`src/rtl/sig_tap_pkg.sv`:
```
package sig_tap_pkg;

    parameter int unsigned TAP_DATA_W     = 28;
    parameter int unsigned TAP_CHANS      = 8;
    parameter int unsigned TAP_HOST_CHANS = 6;
    parameter int unsigned TAP_STEP_W     = 10;

    // Kind of register selected by a host address
    typedef enum logic [1:0] {
        REG_TAP  = 2'd0,
        REG_CAP  = 2'd1,
        REG_NONE = 2'd2
    } reg_kind_e;

    function automatic reg_kind_e decode_kind(input int unsigned addr,
                                              input int unsigned nch,
                                              input int unsigned nhost);
        if (addr < nch)
            return REG_TAP;
        else if (addr < nch + nhost)
            return REG_CAP;
        else
            return REG_NONE;
    endfunction

endpackage

```
`src/rtl/sig_tap_chan.sv`:
```
module sig_tap_chan #(
    parameter int unsigned DATA_W = 28,
    parameter int unsigned STEP_W = 10
) (
    input  logic              clk,
    input  logic              rst,
    input  logic              tap_we,
    input  logic [STEP_W-1:0] tap_wdata,
    input  logic              frame_sync,
    input  logic              step_valid,
    input  logic [STEP_W-1:0] step_idx,
    input  logic [DATA_W-1:0] step_data,
    output logic [STEP_W-1:0] tap_pend,
    output logic [DATA_W-1:0] cap_q
);

    logic [STEP_W-1:0] tap_act;
    logic              hit;

    // Matched against the active index, so a boundary cycle still uses the old one
    assign hit = step_valid && (step_idx == tap_act);

    always_ff @(posedge clk) begin
        if (rst) begin
            tap_pend <= '0;
            tap_act  <= '0;
            cap_q    <= '0;
        end else begin
            if (tap_we)
                tap_pend <= tap_wdata;
            if (frame_sync)
                tap_act <= tap_pend;
            if (hit)
                cap_q <= step_data;
        end
    end

endmodule

```
`src/rtl/sig_tap_host.sv`:
```
module sig_tap_host
    import sig_tap_pkg::*;
#(
    parameter int unsigned NUM_CH   = 8,
    parameter int unsigned NUM_HOST = 6,
    parameter int unsigned DATA_W   = 28,
    parameter int unsigned STEP_W   = 10,
    parameter int unsigned ADDR_W   = 4
) (
    input  logic                          clk,
    input  logic                          rst,
    input  logic                          wr_en,
    input  logic                          rd_en,
    input  logic [ADDR_W-1:0]             addr,
    input  logic [DATA_W-1:0]             wdata,
    input  logic [NUM_CH-1:0][STEP_W-1:0] tap_pend_bus,
    input  logic [NUM_CH-1:0][DATA_W-1:0] cap_bus,
    output logic [NUM_CH-1:0]             tap_we,
    output logic [STEP_W-1:0]             tap_wdata,
    output logic [DATA_W-1:0]             rd_data
);

    reg_kind_e         kind;
    logic [DATA_W-1:0] rd_next;

    assign kind      = decode_kind(int'(addr), NUM_CH, NUM_HOST);
    assign tap_wdata = wdata[STEP_W-1:0];

    always_comb begin
        for (int i = 0; i < NUM_CH; i++)
            tap_we[i] = wr_en && (kind == REG_TAP) && (addr == ADDR_W'(i));
    end

    always_comb begin
        rd_next = '0;
        if (kind == REG_TAP) begin
            for (int i = 0; i < NUM_CH; i++)
                if (addr == ADDR_W'(i))
                    rd_next = DATA_W'(tap_pend_bus[i]);
        end else if (kind == REG_CAP) begin
            for (int k = 0; k < NUM_HOST; k++)
                if (addr == ADDR_W'(NUM_CH + k))
                    rd_next = cap_bus[k];
        end
    end

    // Sampling the capture registers before this edge's update keeps reads whole
    always_ff @(posedge clk) begin
        if (rst)
            rd_data <= '0;
        else if (rd_en)
            rd_data <= rd_next;
    end

endmodule

```
`src/rtl/sig_tap_mon.sv`:
```
module sig_tap_mon #(
    parameter int unsigned DATA_W = 28
) (
    input  logic              clk,
    input  logic              rst,
    input  logic              frame_sync,
    input  logic [DATA_W-1:0] left_in,
    input  logic [DATA_W-1:0] right_in,
    output logic [DATA_W-1:0] mon_left,
    output logic [DATA_W-1:0] mon_right,
    output logic              mon_strobe
);

    always_ff @(posedge clk) begin
        if (rst) begin
            mon_left   <= '0;
            mon_right  <= '0;
            mon_strobe <= 1'b0;
        end else begin
            mon_strobe <= frame_sync;
            if (frame_sync) begin
                mon_left  <= left_in;
                mon_right <= right_in;
            end
        end
    end

endmodule

```
`src/rtl/sig_tap_unit.sv`:
```
module sig_tap_unit
    import sig_tap_pkg::*;
#(
    parameter int unsigned DATA_W   = TAP_DATA_W,
    parameter int unsigned NUM_CH   = TAP_CHANS,
    parameter int unsigned NUM_HOST = TAP_HOST_CHANS,
    parameter int unsigned STEP_W   = TAP_STEP_W,
    localparam int unsigned ADDR_W  = $clog2(2 * NUM_CH)
) (
    input  logic              clk,
    input  logic              rst,
    input  logic              step_valid,
    input  logic [STEP_W-1:0] step_idx,
    input  logic [DATA_W-1:0] step_data,
    input  logic              frame_sync,
    input  logic              host_wr_en,
    input  logic              host_rd_en,
    input  logic [ADDR_W-1:0] host_addr,
    input  logic [DATA_W-1:0] host_wr_data,
    output logic [DATA_W-1:0] host_rd_data,
    output logic [DATA_W-1:0] mon_left,
    output logic [DATA_W-1:0] mon_right,
    output logic              mon_strobe
);

    logic [NUM_CH-1:0][STEP_W-1:0] tap_pend_bus;
    logic [NUM_CH-1:0][DATA_W-1:0] cap_bus;
    logic [NUM_CH-1:0]             tap_we;
    logic [STEP_W-1:0]             tap_wdata;

    for (genvar g = 0; g < NUM_CH; g++) begin : g_chan
        sig_tap_chan #(
            .DATA_W (DATA_W),
            .STEP_W (STEP_W)
        ) i_chan (
            .clk        (clk),
            .rst        (rst),
            .tap_we     (tap_we[g]),
            .tap_wdata  (tap_wdata),
            .frame_sync (frame_sync),
            .step_valid (step_valid),
            .step_idx   (step_idx),
            .step_data  (step_data),
            .tap_pend   (tap_pend_bus[g]),
            .cap_q      (cap_bus[g])
        );
    end

    sig_tap_host #(
        .NUM_CH   (NUM_CH),
        .NUM_HOST (NUM_HOST),
        .DATA_W   (DATA_W),
        .STEP_W   (STEP_W),
        .ADDR_W   (ADDR_W)
    ) i_host (
        .clk          (clk),
        .rst          (rst),
        .wr_en        (host_wr_en),
        .rd_en        (host_rd_en),
        .addr         (host_addr),
        .wdata        (host_wr_data),
        .tap_pend_bus (tap_pend_bus),
        .cap_bus      (cap_bus),
        .tap_we       (tap_we),
        .tap_wdata    (tap_wdata),
        .rd_data      (host_rd_data)
    );

    // The two highest channels feed the stereo monitor
    sig_tap_mon #(
        .DATA_W (DATA_W)
    ) i_mon (
        .clk        (clk),
        .rst        (rst),
        .frame_sync (frame_sync),
        .left_in    (cap_bus[NUM_CH-2]),
        .right_in   (cap_bus[NUM_CH-1]),
        .mon_left   (mon_left),
        .mon_right  (mon_right),
        .mon_strobe (mon_strobe)
    );

endmodule

```
`config.mk`:
```
export PLATFORM = sky130hd
export DESIGN_NAME = sig_tap_unit
export DESIGN_NICKNAME = d
export VERILOG_FILES = /design/src/rtl/sig_tap_pkg.sv /design/src/rtl/sig_tap_chan.sv /design/src/rtl/sig_tap_host.sv /design/src/rtl/sig_tap_mon.sv /design/src/rtl/sig_tap_unit.sv
export SDC_FILE = /design/constraint.sdc
export NUM_CORES = 1
export LEC_CHECK = 0
export CAP_MARGIN = 20
export CELL_PAD_IN_SITES_DETAIL_PLACEMENT = 1
export CELL_PAD_IN_SITES_GLOBAL_PLACEMENT = 1
export CORE_ASPECT_RATIO = 1.2
export CORE_MARGIN = 2
export CORE_UTILIZATION = 46
export DETAILED_ROUTE_END_ITERATION = 10
export PLACE_DENSITY_LB_ADDON = 0.1
export SYNTH_ARGS = -nofsm -noshare
export SYNTH_HDL_FRONTEND = slang
export SYNTH_HIERARCHICAL = 1
export SYNTH_SLANG_ARGS = --single-unit
export TNS_END_PERCENT = 100
```
`constraint.sdc`:
```
create_clock -name clk -period 1.8 [get_ports clk]
set_input_delay 0.36 -clock clk [delete_from_list [all_inputs] [get_ports clk]]
set_output_delay 0.36 -clock clk [all_outputs]
set_load 0.03 [all_outputs]
```
# Yosys cells after proc, flatten, opt, wreduce, memory -nomap -nowiden
# Index checks and enable logic that the tools add are counted.
[totals]
n_memories = 0
mem_bits_rw = 0
elab_cells = 89
latch_bits = 0
rom_bits = 0
register_bits = 469
[classes]
div = 0
magnitude_cmp = 2
bitwise = 0
n_shift = 0
n_eq_ne = 22
mul = 0
n_reduce_logical = 19
n_addsub = 0
muxes = 18
[ops]
columns = ["cell", "n"]
rows = [
  ["28-bit 2-to-1 mux", 8],
  ["10-bit == test", 8],
  ["10-bit 2-to-1 mux", 8],
  ["4-bit == test, second input constant", 6],
  ["1-bit logical AND", 17],
  ["4-bit by 3-bit == test with 1-bit output, second input constant", 4],
  ["4-bit by 2-bit == test with 1-bit output, second input constant", 2],
  ["4-bit less-than comparator, second input constant", 2],
  ["4-bit by 1-bit == test with 1-bit output, second input constant", 1],
  ["4-bit zero test", 1],
  ["2-bit 2-to-1 mux", 2],
  ["2-bit by 1-bit == test with 1-bit output, second input constant", 1],
  ["2-bit zero test", 1],
]

# Depth between registers and ports, before layout
[depth]
word_depth = 10
depth_mapped = 8
depth_no_buf = 5

# Cells and area by module
# Netlist, hierarchy kept.
[by_module_without_submodules]
columns = ["mod", "instances", "seq_area_each_um2", "cells_each", "area_each_um2"]
rows = [
  ["sig_tap_chan", 8, 960.9, 210, 2042.0],
  ["sig_tap_host", 1, 560.5, 452, 3537.1],
  ["sig_tap_mon", 1, 1141.1, 183, 2049.5],
]

# Worst setup path before layout
# OpenSTA, ideal clock, no wires.
[synth_path]
kind = "input -> register"
from = "input port host_addr[2]"
to = "register g_chan[2].i_chan.tap_pend[0]"
path_stages = 8
t_arrival_ns = 1.516
setup_time_ns = 0.128
setup_slack_ns = 0.156
path_cell_list = "buf_4 -> buf_2 -> nor2_1 -> nand2_1 -> nor2_1 -> buf_2 -> mux2i_1 -> nor2_1"
[synth_via]
elab_chain_len = 6
word_cells_on_any_way = 8
cone_classes = "order compare: 2; eq/ne: 1; mux: 2; reduce/logical: 3"
[synth_rtl]
columns = ["element", "line_no", "source"]
rows = [
  ["start, declared", "sig_tap_unit.sv:18", "input logic [ADDR_W-1:0] host_addr,"],
  ["4-bit less-than comparator", "sig_tap_pkg.sv:20", "else if (addr < nch + nhost)"],
  ["2-bit 2-to-1 mux", "sig_tap_pkg.sv:20", ""],
  ["2-bit 2-to-1 mux", "sig_tap_pkg.sv:18", "if (addr < nch)"],
  ["2-bit zero test", "sig_tap_host.sv:31", "tap_we[i] = wr_en && (kind == REG_TAP) && (addr == ADDR_W'(i));"],
  ["1-bit logical AND", "sig_tap_host.sv:31", ""],
  ["1-bit logical AND (*)", "sig_tap_host.sv:31", ""],
  ["named net tap_we[2]", "sig_tap_unit.sv:28", "logic [NUM_CH-1:0] tap_we;"],
  ["end signal, assigned", "sig_tap_chan.sv:30", "tap_pend <= tap_wdata;"],
  ["end, declared", "sig_tap_chan.sv:13", "output logic [STEP_W-1:0] tap_pend,"],
]
# The timed path passes the listed nets; every way through them passes the cells marked *.
# A chain may end at the register's enable or synchronous reset.

# Final worst setup path
[layout_path]
from = "input port host_addr[3]"
to = "register g_chan[2].i_chan.tap_pend[2]"
# Same word-level chain as after synthesis.

==> run summary <==
Status - completed
Top cell type's share of synthesized area - 42.83%
Htree depth - 2
Mux share of post-synthesis cell area - 11.92%
Detailed Routing Iterations Pass 1 - 5
Largest area contributor in the netlist - dfxtp_1
Initial Util - 46.62%
Area share of fa/ha/maj cells after synthesis - 0%
Final #Nets - 2524
Max Cap Viol - 0
Fin crit period - 1.775 ns
Initial antenna violation count - 0
Slew Limit Headroom - 51.78%
Rows - 87
Commonest cells post-synth - dfxtp_1, a21oi_1, nor2_1
Routed WL - 85.29 mm
Total Die Area - 49430 µm²
Setup CP Type - input port to flop
Routed len/inst - 27.44 µm
Most used DFF post-synth - dfxtp_1
Final hold slack - 0.04470 ns
Clock power frac - 45.6%
1st-iter DRT viols - 1602
VDD IR max - 0.0007079 V
GR Util All Layers - 33.92%
Synth Area in XOR/XNOR - 3.196%
Arrival @ worst endpoint - 2.23 ns
Vias per Instance - 6.520
Post-CTS Setup Inserts - 0
RSZ-0062 raised after global routing - yes
Hold buffers post-CTS - 0
DRC viols - 0
Ys async rst share - 0%
Layout cells sized above 1 - 13.96%
Main area contributors after synthesis - dfxtp_1, mux2i_1, o31ai_1
Compound-Gate Fraction of Synth Area - 18.21%
Routability cong. - 0.8881
Main combinational cell family by area after synthesis - compound AO/OA/AOI/OAI gates
Worst Hold Class - input port to flop
Reg power frac - 44.6%
Clock transition at path regs - 0.06 ns
CTS Buffer Depth - 3
Crit path max-delay family - buffers and inverters
Crit-path cells - clkdlybuf4s50_1 > buf_4 > nor2_1 > nand2_1 > nor2_2 > buf_4 > mux2i_1 > nor2_1
Final hold viol count - 0
Total number of vias - 20270
Die Y - 243.1 µm
Internal power - 17580 µW
Worst EP required - 2.26 ns
Critical path buffers and inverters - 3
I/O pins - 161
Total Power - 23510 µW
Critical-path top delay cell - clkdlybuf4s50_1
Static Leak - 0.009426 µW
Crit path launch type - input port
Gate power share - 9.8%
Worst R2R Setup Slack - 0.21 ns
Antenna cells - 0
CTS Sinks - 469
Syn Nets - 2391
Layout Skew - 0.01625 ns
CP peak stage delay - 0.47 ns
Synth-to-layout area growth - 21.28%
Sw frac - 25.22%
Post-synthesis simple-gate area fraction - 16.37%
Net switching power - 5931 µW
CTS Root Cell - clkbuf_16
Top-count cell post-synth - dfxtp_1
PD cells - 884.4 nW/µm²
Largest net degree at the start of global routing - 148
First-pass GRT wire length - 129.6 mm
Clock latency at the later pin of the worst-skew pair - 0.61 ns
Detailed Place HPWL - 55.56 mm
CTS tree - built
Mapped Avg Cell Area - 9.470 µm²
Yosys reg bits - 469
Slew Viols, Final - 0
Fin util - 56.54%
YS warnings - 6
Final count of negative-setup-slack endpoints - 0
Non-filler cells, final - 3108
Post-Synthesis Cells - 2315
CTS Buf Count - 50
Synth Cell Area - 21920 µm²
CP max FO - 14
Final period utilization - 98.61%
Die X - 203.3 µm
Core area - 47030 µm²
Vias in the first global route - 21150
Yosys cell types - 57
Fmax - 563.4 MHz
Fill cell count - 5169
ANT nets after route - 0
Crit end category - flop
Number of flops mapped to enable cells by yosys - 0
DP Cell Count - 3019
IO Port Bufs - 142
Grt ovf - 0
Final setup TNS - 0 ns
Sequential share of the synthesized area - 42.83%
Worst-margin pin slew - 0.7233 ns
per-stage QoR:
stage	setup WS, ns	cell area [µm²]
after floorplan	0.1562	21920
after global placement	-0.4944	24980
after detailed placement	-0.6129	24980
after CTS	0.0005452	26580
after global routing	-0.02357	26590
final	0.02501	26590
registers in the layout (all words and copies together) (netlist names):
name and count:
i_mon/mon_left 28, i_mon/mon_right 28, i_host/rd_data 28, i_mon/mon_strobe 1
g_chan.i_chan/cap_q 224, g_chan.i_chan/tap_pend 80, g_chan.i_chan/tap_act 80
metal layers:
metal	vias to the layer above	GRT usage, %	share of wire (%)
li1	8963	-	-
met1	10170	40.03	39
met2	842	58.03	49
met3	288	4.122	5.3
met4	0	21.77	7.0
met5	-	0	0
what timing repair did:
item,4_1_cts,5_1_grt
resized for setup,101,10
endpoints found under the setup margin,85,18
pin swaps,0,0
endpoints found under the hold margin,0,0
layout make-up:
type / instances / area [µm²] / share of cell area [%]
Multi-Input combinational cell: 1586 / 10910 / 41.03
Sequential cell: 469 / 9389 / 35.31
Timing Repair Buffer: 331 / 3786 / 14.24
Clock buffer: 76 / 1510 / 5.680
Tap cell: 623 / 779.5 / 2.932
Clock inverter: 13 / 175.2 / 0.6589
Inverter: 10 / 37.54 / 0.1412
power by group through the flow:
stage	clock network, µW	registers, µW	logic, µW
2_1_floorplan	0	10700	1130
3_3_place_gp	0	10700	2200
3_5_place_dp	0	10700	2250
4_1_cts	10800	10500	2260
5_1_grt	11300	10500	2370
6_report	10700	10500	2300
final timing paths:
check | startpoint | endpoint | cells after the start
worst min register to register | i_host/rd_data[13]$_SDFFE_PP0P_ | i_host/rd_data[13]$_SDFFE_PP0P_ | 2
worst min-delay path | rst | g_chan[1].i_chan/cap_q[8]$_SDFFE_PP0P_ | 2
worst max-delay path | host_addr[3] | g_chan[2].i_chan/tap_pend[2]$_SDFFE_PP0P_ | 8
worst max register to register | g_chan[2].i_chan/tap_act[1]$_SDFFE_PP0P_ | g_chan[2].i_chan/cap_q[19]$_SDFFE_PP0P_ | 5
layout by cell type, fill, tap and decap left out, types with 9 or more instances in the layout:
| master | count |
|---|---|
| dfxtp_1 | 469 |
| a21oi_1 | 267 |
| nor2_1 | 242 |
| mux2i_1 | 227 |
| o31ai_1 | 224 |
| nand4_1 | 224 |
| buf_4 | 107 |
| buf_12 | 83 |
| xnor2_1 | 80 |
| dlygate4sd2_1 | 72 |
| clkdlybuf4s50_1 | 52 |
| clkbuf_16 | 51 |
| nand3b_1 | 36 |
| o21ai_0 | 24 |
| nand2_1 | 21 |
| nand3_1 | 18 |
| or3b_2 | 17 |
| o22ai_1 | 17 |
| nand4_2 | 16 |
| and4_1 | 16 |
| a2111oi_0 | 16 |
| clkbuf_8 | 14 |
| o21ai_1 | 14 |
| and3_1 | 13 |
| clkbuf_1 | 11 |
| o221ai_1 | 11 |
| mux2_2 | 10 |
| inv_1 | 9 |
| mux4_2 | 9 |
kinds of logic after synthesis:
group,count (synthesis)
AOI/OAI and AO/OA,623
buffers and inverters,260
and+or+nand+nor,636
xor gates and xnor gates,80
DFF,469
muxes,247
Note: power is estimated with default switching activity, not from simulation.
